<file path="config.mk">
export PLATFORM = sky130hd
export DESIGN_NAME = burst_col_seq
export DESIGN_NICKNAME = d
export VERILOG_FILES = /design/src/rtl/bcs_pkg.sv /design/src/rtl/bcs_mode_reg.sv /design/src/rtl/bcs_ctrl.sv /design/src/rtl/bcs_addr_gen.sv /design/src/rtl/burst_col_seq.sv
export SDC_FILE = /design/constraint.sdc
export NUM_CORES = 1
export LEC_CHECK = 0
export BUFFER_PORTS_ARGS = -buffer_cell sky130_fd_sc_hd__buf_2
export CAP_MARGIN = 20
export CORE_MARGIN = 5
export CORE_UTILIZATION = 57
export CTS_CLUSTER_DIAMETER = 120
export CTS_CLUSTER_SIZE = 12
export DETAILED_ROUTE_END_ITERATION = 7
export PLACE_DENSITY = 0.82
export SLEW_MARGIN = 20
export SYNTH_ARGS = -nofsm -noshare
export SYNTH_HDL_FRONTEND = slang
export SYNTH_HIERARCHICAL = 1
export SYNTH_SLANG_ARGS = --single-unit
</file>
<file path="constraint.sdc">
create_clock -name clk -period 3 [get_ports clk]
set_clock_uncertainty 0.2 [all_clocks]
set_input_delay 0.3 -clock clk [delete_from_list [all_inputs] [get_ports clk]]
set_output_delay 0.3 -clock clk [all_outputs]
set_load 0.1 [all_outputs]
</file>
<file path="src/rtl/bcs_pkg.sv">
package bcs_pkg;

    // Latency code width; legal codes have the top bit set
    localparam int LAT_W   = 3;
    // Fixed burst of four words
    localparam int BURST_N = 4;
    localparam int BEAT_W  = $clog2(BURST_N);
    localparam int CNT_W   = LAT_W;

    typedef enum logic [1:0] {
        ST_IDLE  = 2'd0,
        ST_ARMED = 2'd1,
        ST_COUNT = 2'd2,
        ST_BURST = 2'd3
    } bcs_state_e;

    typedef struct packed {
        logic [LAT_W-1:0] code;
        logic             il;
    } bcs_mode_s;

    typedef struct packed {
        bcs_state_e        state;
        logic [CNT_W-1:0]  cnt;
        logic [BEAT_W-1:0] beat;
        logic              wr;
        logic [BEAT_W-1:0] start;
        logic              err;
    } bcs_ctrl_s;

    function automatic logic lat_code_ok(input logic [LAT_W-1:0] code);
        return code[LAT_W-1];
    endfunction

endpackage

</file>
<file path="src/rtl/bcs_mode_reg.sv">
module bcs_mode_reg
    import bcs_pkg::*;
#(
    parameter logic [LAT_W-1:0] RST_CODE = 3'd4,
    parameter logic             RST_IL   = 1'b0
) (
    input  logic             clk,
    input  logic             rst_n,
    input  logic             load,
    input  logic [LAT_W-1:0] code_in,
    input  logic             il_in,
    input  logic             allow,
    output logic [LAT_W-1:0] code_q,
    output logic             il_q,
    output logic             valid_q,
    output logic             load_ok,
    output logic             load_bad
);

    bcs_mode_s mode_d, mode_q;
    logic      take;

    always_comb begin
        mode_d = mode_q;
        take   = load && allow;
        if (take) begin
            mode_d.code = code_in;
            mode_d.il   = il_in;
        end
    end

    always_ff @(posedge clk) begin
        if (!rst_n) begin
            mode_q.code <= RST_CODE;
            mode_q.il   <= RST_IL;
        end else begin
            mode_q <= mode_d;
        end
    end

    assign code_q   = mode_q.code;
    assign il_q     = mode_q.il;
    assign valid_q  = lat_code_ok(mode_q.code);
    assign load_ok  = take && lat_code_ok(code_in);
    assign load_bad = take && !lat_code_ok(code_in);

endmodule

</file>
<file path="src/rtl/bcs_ctrl.sv">
module bcs_ctrl
    import bcs_pkg::*;
(
    input  logic              clk,
    input  logic              rst_n,
    input  logic              acc_cmd,
    input  logic              acc_write,
    input  logic [BEAT_W-1:0] col_start,
    input  logic              latch_cmd,
    input  logic [LAT_W-1:0]  lat_code,
    input  logic              mode_valid,
    input  logic              load_ok,
    input  logic              load_bad,
    output logic              idle,
    output logic              armed,
    output logic              active,
    output logic              wr,
    output logic [BEAT_W-1:0] beat,
    output logic [BEAT_W-1:0] start,
    output logic              err
);

    localparam logic [BEAT_W-1:0] LAST_BEAT = BEAT_W'(BURST_N - 1);

    bcs_ctrl_s ctl_d, ctl_q;
    logic [CNT_W-1:0] delay;

    // Cycles from latch to first beat; write data is due one cycle sooner
    always_comb begin
        delay = ctl_q.wr ? (lat_code - CNT_W'(1)) : lat_code;
    end

    always_comb begin
        ctl_d = ctl_q;
        unique case (ctl_q.state)
            ST_IDLE: begin
                if (acc_cmd && mode_valid) begin
                    ctl_d.state = ST_ARMED;
                    ctl_d.wr    = acc_write;
                    ctl_d.start = col_start;
                end
            end
            ST_ARMED: begin
                if (acc_cmd) begin
                    ctl_d.err = 1'b1;
                end
                if (latch_cmd) begin
                    ctl_d.state = ST_COUNT;
                    ctl_d.cnt   = delay - CNT_W'(2);
                end
            end
            ST_COUNT: begin
                if (acc_cmd) begin
                    ctl_d.err = 1'b1;
                end
                if (ctl_q.cnt == '0) begin
                    ctl_d.state = ST_BURST;
                    ctl_d.beat  = '0;
                end else begin
                    ctl_d.cnt = ctl_q.cnt - CNT_W'(1);
                end
            end
            ST_BURST: begin
                if (acc_cmd) begin
                    ctl_d.err = 1'b1;
                end
                if (ctl_q.beat == LAST_BEAT) begin
                    ctl_d.state = ST_IDLE;
                    ctl_d.beat  = '0;
                end else begin
                    ctl_d.beat = ctl_q.beat + BEAT_W'(1);
                end
            end
            default: ctl_d.state = ST_IDLE;
        endcase
        // Mode loads only reach here while idle
        if (load_bad) begin
            ctl_d.err = 1'b1;
        end else if (load_ok) begin
            ctl_d.err = 1'b0;
        end
    end

    always_ff @(posedge clk) begin
        if (!rst_n) begin
            ctl_q.state <= ST_IDLE;
            ctl_q.cnt   <= '0;
            ctl_q.beat  <= '0;
            ctl_q.wr    <= 1'b0;
            ctl_q.start <= '0;
            ctl_q.err   <= 1'b0;
        end else begin
            ctl_q <= ctl_d;
        end
    end

    assign idle   = (ctl_q.state == ST_IDLE);
    assign armed  = (ctl_q.state == ST_ARMED);
    assign active = (ctl_q.state == ST_BURST);
    assign wr     = ctl_q.wr;
    assign beat   = ctl_q.beat;
    assign start  = ctl_q.start;
    assign err    = ctl_q.err;

endmodule

</file>
<file path="src/rtl/bcs_addr_gen.sv">
module bcs_addr_gen
    import bcs_pkg::*;
(
    input  logic              active,
    input  logic              il,
    input  logic [BEAT_W-1:0] start,
    input  logic [BEAT_W-1:0] beat,
    output logic [BEAT_W-1:0] col_lo
);

    logic [BEAT_W-1:0] seq_col;
    logic [BEAT_W-1:0] il_col;

    // Sequential: add without carry out of the aligned group
    // Interleaved: XOR each bit of the beat number into the start
    for (genvar b = 0; b < BEAT_W; b++) begin : g_bit
        assign il_col[b] = start[b] ^ beat[b];
    end

    always_comb begin
        seq_col = start + beat;
        col_lo  = '0;
        if (active) begin
            col_lo = il ? il_col : seq_col;
        end
    end

endmodule

</file>
<file path="src/rtl/burst_col_seq.sv">
module burst_col_seq
    import bcs_pkg::*;
#(
    parameter logic [2:0] RST_LAT_CODE   = 3'd4,
    parameter logic       RST_INTERLEAVE = 1'b0
) (
    input  logic       clk,
    input  logic       rst_n,
    input  logic       mode_load,
    input  logic [2:0] mode_lat_code,
    input  logic       mode_interleave,
    input  logic       acc_cmd,
    input  logic       acc_write,
    input  logic [1:0] col_start,
    input  logic       latch_cmd,
    output logic       rd_valid,
    output logic       wr_req,
    output logic [1:0] beat_idx,
    output logic [1:0] col_lo,
    output logic       err
);

    logic [LAT_W-1:0]  mode_code_q;
    logic              mode_il_q;
    logic              mode_valid_q;
    logic              load_ok;
    logic              load_bad;
    logic              ctrl_idle;
    logic              ctrl_armed;
    logic              ctrl_active;
    logic              ctrl_wr;
    logic [BEAT_W-1:0] ctrl_beat;
    logic [BEAT_W-1:0] ctrl_start;

    bcs_mode_reg #(
        .RST_CODE (RST_LAT_CODE),
        .RST_IL   (RST_INTERLEAVE)
    ) u_mode (
        .clk      (clk),
        .rst_n    (rst_n),
        .load     (mode_load),
        .code_in  (mode_lat_code),
        .il_in    (mode_interleave),
        .allow    (ctrl_idle),
        .code_q   (mode_code_q),
        .il_q     (mode_il_q),
        .valid_q  (mode_valid_q),
        .load_ok  (load_ok),
        .load_bad (load_bad)
    );

    bcs_ctrl u_ctrl (
        .clk        (clk),
        .rst_n      (rst_n),
        .acc_cmd    (acc_cmd),
        .acc_write  (acc_write),
        .col_start  (col_start),
        .latch_cmd  (latch_cmd),
        .lat_code   (mode_code_q),
        .mode_valid (mode_valid_q),
        .load_ok    (load_ok),
        .load_bad   (load_bad),
        .idle       (ctrl_idle),
        .armed      (ctrl_armed),
        .active     (ctrl_active),
        .wr         (ctrl_wr),
        .beat       (ctrl_beat),
        .start      (ctrl_start),
        .err        (err)
    );

    bcs_addr_gen u_addr (
        .active (ctrl_active),
        .il     (mode_il_q),
        .start  (ctrl_start),
        .beat   (ctrl_beat),
        .col_lo (col_lo)
    );

    assign rd_valid = ctrl_active && !ctrl_wr;
    assign wr_req   = ctrl_active && ctrl_wr;
    assign beat_idx = ctrl_beat;

endmodule

</file>
==> flow_summary.toml, run 1 <==
[clock_tree]
holdBufCountCts = 0
clk_pin_slew_ns = 0.08
root_buffer = "clkbuf_4"
cts_tree = "yes"
htreeDepth = 1
numCtsBuffers = 3
insertion_delay_ns = 0.28
cts.path.max_buffers = 2
cts_resized = 0
cts_sinks = 15
post_cts_buffers = 0

[run]
maxCapViolations = 0

[global_route]
grtUsageMet1_pct = 17.79
grt_pass1_vias = 787
use_met2_pct = 30.26
grt_usage_pct = 16.87
grt_first_pass_wirelength_mm = 3.249
grt_max_degree = 11
grt-busiest-layer = "met2"
use_met3_pct = 4.373
antenna_found_initial = 0
grt-ovfl-total = 0

[critical_path]
crit_family = "buffers and inverters"
path_buf_inv = 1
critPathMaxStageDelay_ns = 0.42
cp-start-kind = "flop"
cp-end-kind = "output port"
crit_type = "reg -> out"
crit_chain = "ha_1 > nor2b_1 > xnor2_1 > and2_1 > buf_2"
cp_max_fo = 5
worstPathArrival_ns = 1.74
cp_slowest_cell = "buf_2"
required_ns = 2.50

[timing]
setup_violations = 0
finalCriticalPeriod_ns = 2.236
rsz0062_at_grt = "no"
setup_ws_ns = 0.7641
slew_viol_final = 0
tightest_slew_ns = 0.4868
fin_tns_setup_ns = 0
hold_violations = 0
max_freq_ghz = 0.4473
post-route-period-util_pct = 74.53
max_slew_margin_pct = 67.77

[synthesis]
ys.flop_type = "dfxtp_1"
synth-simple-area-share_pct = 21.59
post-synth-top-area-fraction_pct = 30.85
synth_area_sq_um = 973.4
synth_largest_area_cell = "dfxtp_1"
synth_warnings = 6
synth-xor-area-share_pct = 5.398
synth_seq_area_share_pct = 30.85
synth-edff-count = 0
synth.area.mux_share_pct = 5.141
syn-num-nets = 131
synth-compound-area-share_pct = 15.68
synth_area_leaders = "dfxtp_1 (31%), ha_1 (13%), mux2i_1 (5.1%)"
synthAdderAreaFrac_pct = 12.85
synth-seq-cells = 15
syn_area_per_cell_sq_um = 8.931
synth_top_family_by_area = "simple AND/OR/NAND/NOR gates"
syn_inst = 109
ys_types = 34
async_flop_share_pct = 0

[place]
dp_slack_ns = 1.061
dpl.hpwl_mm = 1.470
gp_congestion = 0.7660
port_buffers = 18

[routing]
drtAntennaViolNets = 0
wire_per_inst_um = 13.15
drt-total-wl_mm = 1.881
drc = 0
drtIter0Drc = 10
drt_pre_antenna_iters = 4
detail_route.vias_per_cell = 5.455
num_vias = 780

[cells_and_area]
syn_to_final_growth_pct = 10.28
drive_above_1_share_pct = 23.02
layout.nets = 149
antenna_cells = 0
final_core_util_pct = 64.27

[floorplanning]
die_area_sq_mm = 0.002634
ios = 19
core_area_sq_mm = 0.001670
die_x_um = 51.33
die_y_um = 51.33
fp-row-count = 15
start_util_pct = 58.28

[power]
p_total_uw = 961.7
peakVddDrop_mv = 0.4843
power_density_mw_per_mm2 = 895.8
leakage_uw = 0.0005085

[min_path]
min_path_type = "in -> reg"

[outcome]
outcome = "complete, no violations"
## layout by cell type (no fill, tap or decap), drive strengths merged
| cell type | count |
|---|---|
| mux2i | 5 |
| inv | 11 |
| a21o | 1 |
| a211oi | 1 |
| and2 | 4 |
| nand4 | 3 |
| ha | 10 |
| a2111oi | 1 |
| o311ai | 1 |
| a311oi | 1 |
| nand3 | 3 |
| a31oi | 1 |
| nor2b | 4 |
| nor2 | 12 |
| o211ai | 2 |
| xnor2 | 4 |
| dfxtp | 15 |
| clkinv | 1 |
| o21a | 1 |
| or2b | 1 |
| o21ai | 4 |
| a21oi | 3 |
| buf | 18 |
| nor3 | 1 |
| a32oi | 2 |
| xor2 | 2 |
| nand2b | 3 |
| clkbuf | 4 |
| nand2 | 5 |
| and2b | 2 |
## synthesized netlist by cell type (all sizes together) (2+ instances only)
master and instances:
xnor2 4, mux2i 5, ha 10, and2b 2
nand2b 3, buf 5, a21oi 3, nand2 5
and2 4, nand3 3, o211ai 2, o21ai 4
nor2b 4, xor2 2, inv 11, a32oi 2
nand4 3, dfxtp 15, nor2 12
## power breakdown
group	switching, uW	leakage [uW]	total, uW	internal [uW]
combinational	322	0.000370	543	221
sequential	48.3	0.000123	304	255
clock	63.6	0.0000150	115	51.6
total	434	0.000508	962	528
## through the flow
step	cells	hold WS, ns	instance area (sq um)
2_1_floorplan	109	0.1889	973.4
3_3_place_gp	139	0.2724	1047
3_5_place_dp	139	0.2822	1047
4_1_cts	143	0.04516	1074
5_1_grt	143	0.02796	1074
6_report	143	0.05151	1074
## layer usage
metal	wire, um	part of all wire [%]	up-vias
li1	-	-	400
met1	815	43	359
met2	948	50	19
met3	100	5.3	2
met4	17	0.90	0
met5	0	0	-
## cell families (layout without fill, tap and decap cells)
kind of cell,Yosys count,count (layout)
AO/OA/AOI/OAI,18,18
XOR/XNOR,6,6
adder cells (fa/ha/maj),10,10
buffers and inverters,17,34
flip-flops,15,15
multiplexers,5,5
AND/OR/NAND/NOR,38,38
## registers in the layout (all words and copies together), names as in the netlist
| register | cells |
|---|---|
| u_ctrl/ctl_q | 5 |
| u_mode/code_q | 3 |
| u_ctrl/beat | 2 |
| u_ctrl/start | 2 |
| u_ctrl/err | 1 |
| u_ctrl/wr | 1 |
| u_mode/il_q | 1 |
## area by class of cell
| cell class | instances | area, sq um |
|---|---|---|
| Sequential cell | 15 | 300.3 |
| Timing Repair Buffer | 18 | 90.09 |
| Tap cell | 17 | 21.27 |
| Inverter | 12 | 45.04 |
| Fill cell | 142 | 596.8 |
| Multi-Input combinational cell | 77 | 590.6 |
| Clock buffer | 4 | 26.28 |
## worst reg2reg max path: cells and delay by family, from the launching register on
kind | cells | cell delay, ns
flops | 1 | 0.40
fa+ha+maj | 1 | 0.20
buf+inv | 1 | 0.10
mux | 1 | 0.26
simple gates | 2 | 0.23
compound gates | 1 | 0.37
## final timing paths
kind | from | endpoint | slack, ns | depth (start not counted)
worst max-delay path | u_ctrl/beat[0] | col_lo[1] | 0.76 | 5
worst min register to register | u_mode/code_q[0] | u_mode/code_q[0] | 0.30 | 2
worst max register to register | u_ctrl/ctl_q[10] | u_ctrl/ctl_q[10] | 1.13 | 6
worst min-delay path | col_start[1] | u_ctrl/start[1] | 0.05 | 3
Note: power is estimated with default switching activity, not from simulation.
==> run 2, diff against run 1 <==
--- a/config.mk
+++ b/config.mk
@@ -8,11 +8,11 @@
 export BUFFER_PORTS_ARGS = -buffer_cell sky130_fd_sc_hd__buf_2
 export CAP_MARGIN = 20
 export CORE_MARGIN = 5
-export CORE_UTILIZATION = 57
+export CORE_UTILIZATION = 48
 export CTS_CLUSTER_DIAMETER = 120
 export CTS_CLUSTER_SIZE = 12
 export DETAILED_ROUTE_END_ITERATION = 7
-export PLACE_DENSITY = 0.82
+export PLACE_DENSITY = 0.74
 export SLEW_MARGIN = 20
 export SYNTH_ARGS = -nofsm -noshare
 export SYNTH_HDL_FRONTEND = slang
==> constraint.sdc (replaced) <==
create_clock -name clk -period 1.9 [get_ports clk]
set_clock_uncertainty 0.2 [all_clocks]
set_input_delay 0.19 -clock clk [delete_from_list [all_inputs] [get_ports clk]]
set_output_delay 0.19 -clock clk [all_outputs]
set_load 0.1 [all_outputs]
==> flow_summary.toml, run 2 (synthesized netlist as in run 1, its figures left out) <==
[cells_and_area]
antenna_cells = 0
final_common_cell = "buf_2"
mostFrequentLayoutCells = "buf_2 (14), nor2_1 (12), inv_1 (11)"
layout.nets = 157
design_area_sq_mm = 0.001259
drive_above_1_share_pct = 32.09
regMostFlops = "u_ctrl/ctl_q"
final_core_util_pct = 64.82
largest_reg_flops = 5
syn_to_final_growth_pct = 29.31
fin_cells = 161

[routing]
detail_route.vias_per_cell = 5.037
drc = 0
drtIter0Drc = 19
drt-total-wl_mm = 2.045
drt_pre_antenna_iters = 4
drtAntennaViolNets = 0
wire_per_inst_um = 12.70
num_vias = 811

[clock_tree]
cts.path.max_buffers = 2
cts_tree = "yes"
numCtsBuffers = 3
root_buffer = "clkbuf_4"
cts_sinks = 15
clk_pin_slew_ns = 0.09
insertion_delay_ns = 0.27
htreeDepth = 1

[timing]
max_slew_margin_pct = 67.89
post-route-period-util_pct = 95.59
slew_viol_final = 0
hold_violations = 0
finalCriticalPeriod_ns = 1.816
tightest_slew_ns = 0.4851
setup_violations = 0
max_freq_ghz = 0.5506

[floorplanning]
die_area_sq_mm = 0.003029
fp-row-count = 16
ios = 19
start_util_pct = 50.13
core_area_sq_mm = 0.001942
die_y_um = 55.04
die_x_um = 55.04

[power]
p_total_uw = 1648
power_density_mw_per_mm2 = 1310
peakVddDrop_mv = 1.269
leakage_uw = 0.0005674

[global_route]
grtUsageMet1_pct = 19.51
grt_first_pass_wirelength_mm = 3.608
antenna_found_initial = 0
grt_pass1_vias = 826
grt-busiest-layer = "met2"
grt_max_degree = 11
grt_usage_pct = 16.47
use_met3_pct = 3.217
use_met2_pct = 29.72
grt-ovfl-total = 0

[critical_path]
cp-end-kind = "flop"
worstPathArrival_ns = 1.78
crit_family = "compound AO/OA/AOI/OAI gates"
crit_chain = "inv_1 > ha_1 > nor2b_4 > a2111oi_4 > mux2i_1 > nor2_1"
required_ns = 1.86
path_buf_inv = 1
cp_max_fo = 4
critPathMaxStageDelay_ns = 0.40
cp_slowest_cell = "a2111oi_4"
cp-start-kind = "flop"
crit_type = "reg -> reg"

[place]
dpl.hpwl_mm = 1.546
port_buffers = 18
placed_cell_area_sq_mm = 0.001130
gp_congestion = 0.7950
dp.cells = 150

[run]
maxCapViolations = 0

[outcome]
outcome = "complete, no violations"

[min_path]
min_path_type = "in -> reg"
[run 2: cell count changes in the layout (fill, tap and decap cells not counted), moves of 4 or more]
| cell | delta |
|---|---|
| buf_12 | +4 |
| buf_2 | -4 |
| dfxtp_1 | -5 |
| dfxtp_2 | +4 |
| dlygate4sd3_1 | +6 |
[run 2: worst register-to-register path, cell delays in order (launching register included)]
cell and delay [ns]:
dfxtp_2 0.36, inv_1 0.08, ha_1 0.22, nor2b_4 0.16, a2111oi_4 0.40, mux2i_1 0.24
nor2_1 0.06
[run 2: repair_timing]
item,CTS,global route
endpoints found under the setup margin,0,5
setup buffers,0,1
hold endpoints to repair,6,0
gates resized for setup,0,14
hold buffers,6,0
[run 2: final cells by class]
cell class,count,area [sq um]
fill,157,683.2
multi-input combinational,77,619.3
sequential,15,309.0
timing repair buffer,26,225.2
inverter,12,45.04
tap,27,33.78
clock buffer,4,26.28
[run 2: where the power goes]
group	total (uW)	leakage (uW)	switching, uW	internal [uW]
registers	492	0.000125	79.6	413
clock network	181	0.0000150	99.7	81.2
logic	975	0.000427	541	434
total	1650	0.000567	721	928
[run 2: per-layer routing]
layer / share of wire, % / wire (um)
met1: 44 / 907
met2: 53 / 1077
met3: 2.3 / 47
met4: 0.59 / 12
met5: 0 / 0
[run 2: worst paths after layout]
kind                         start               end  slack (ns)  cells past startpoint
hold reg to reg   u_mode/code_q[1]  u_mode/code_q[1]        0.30                      2
setup / recovery  u_ctrl/ctl_q[10]  u_ctrl/ctl_q[10]        0.08                      6
hold / removal               rst_n  u_mode/code_q[2]        0.01                      2
setup reg to reg  u_ctrl/ctl_q[10]  u_ctrl/ctl_q[10]        0.08                      6
[run 2: per-stage QoR]
| step | TNS (ns) | hold slack (ns) | worst slack (ns) |
|---|---|---|---|
| final | 0 | 0.01106 | 0.08382 |
| after global routing | -0.008249 | 0.01977 | -0.008249 |
| after CTS | 0 | 0.001384 | 0.005752 |
| after detailed placement | 0 | 0.2342 | 0.04930 |
| after global placement | 0 | 0.2203 | 0.09210 |
| after floorplan | -0.05849 | 0.07887 | -0.05849 |
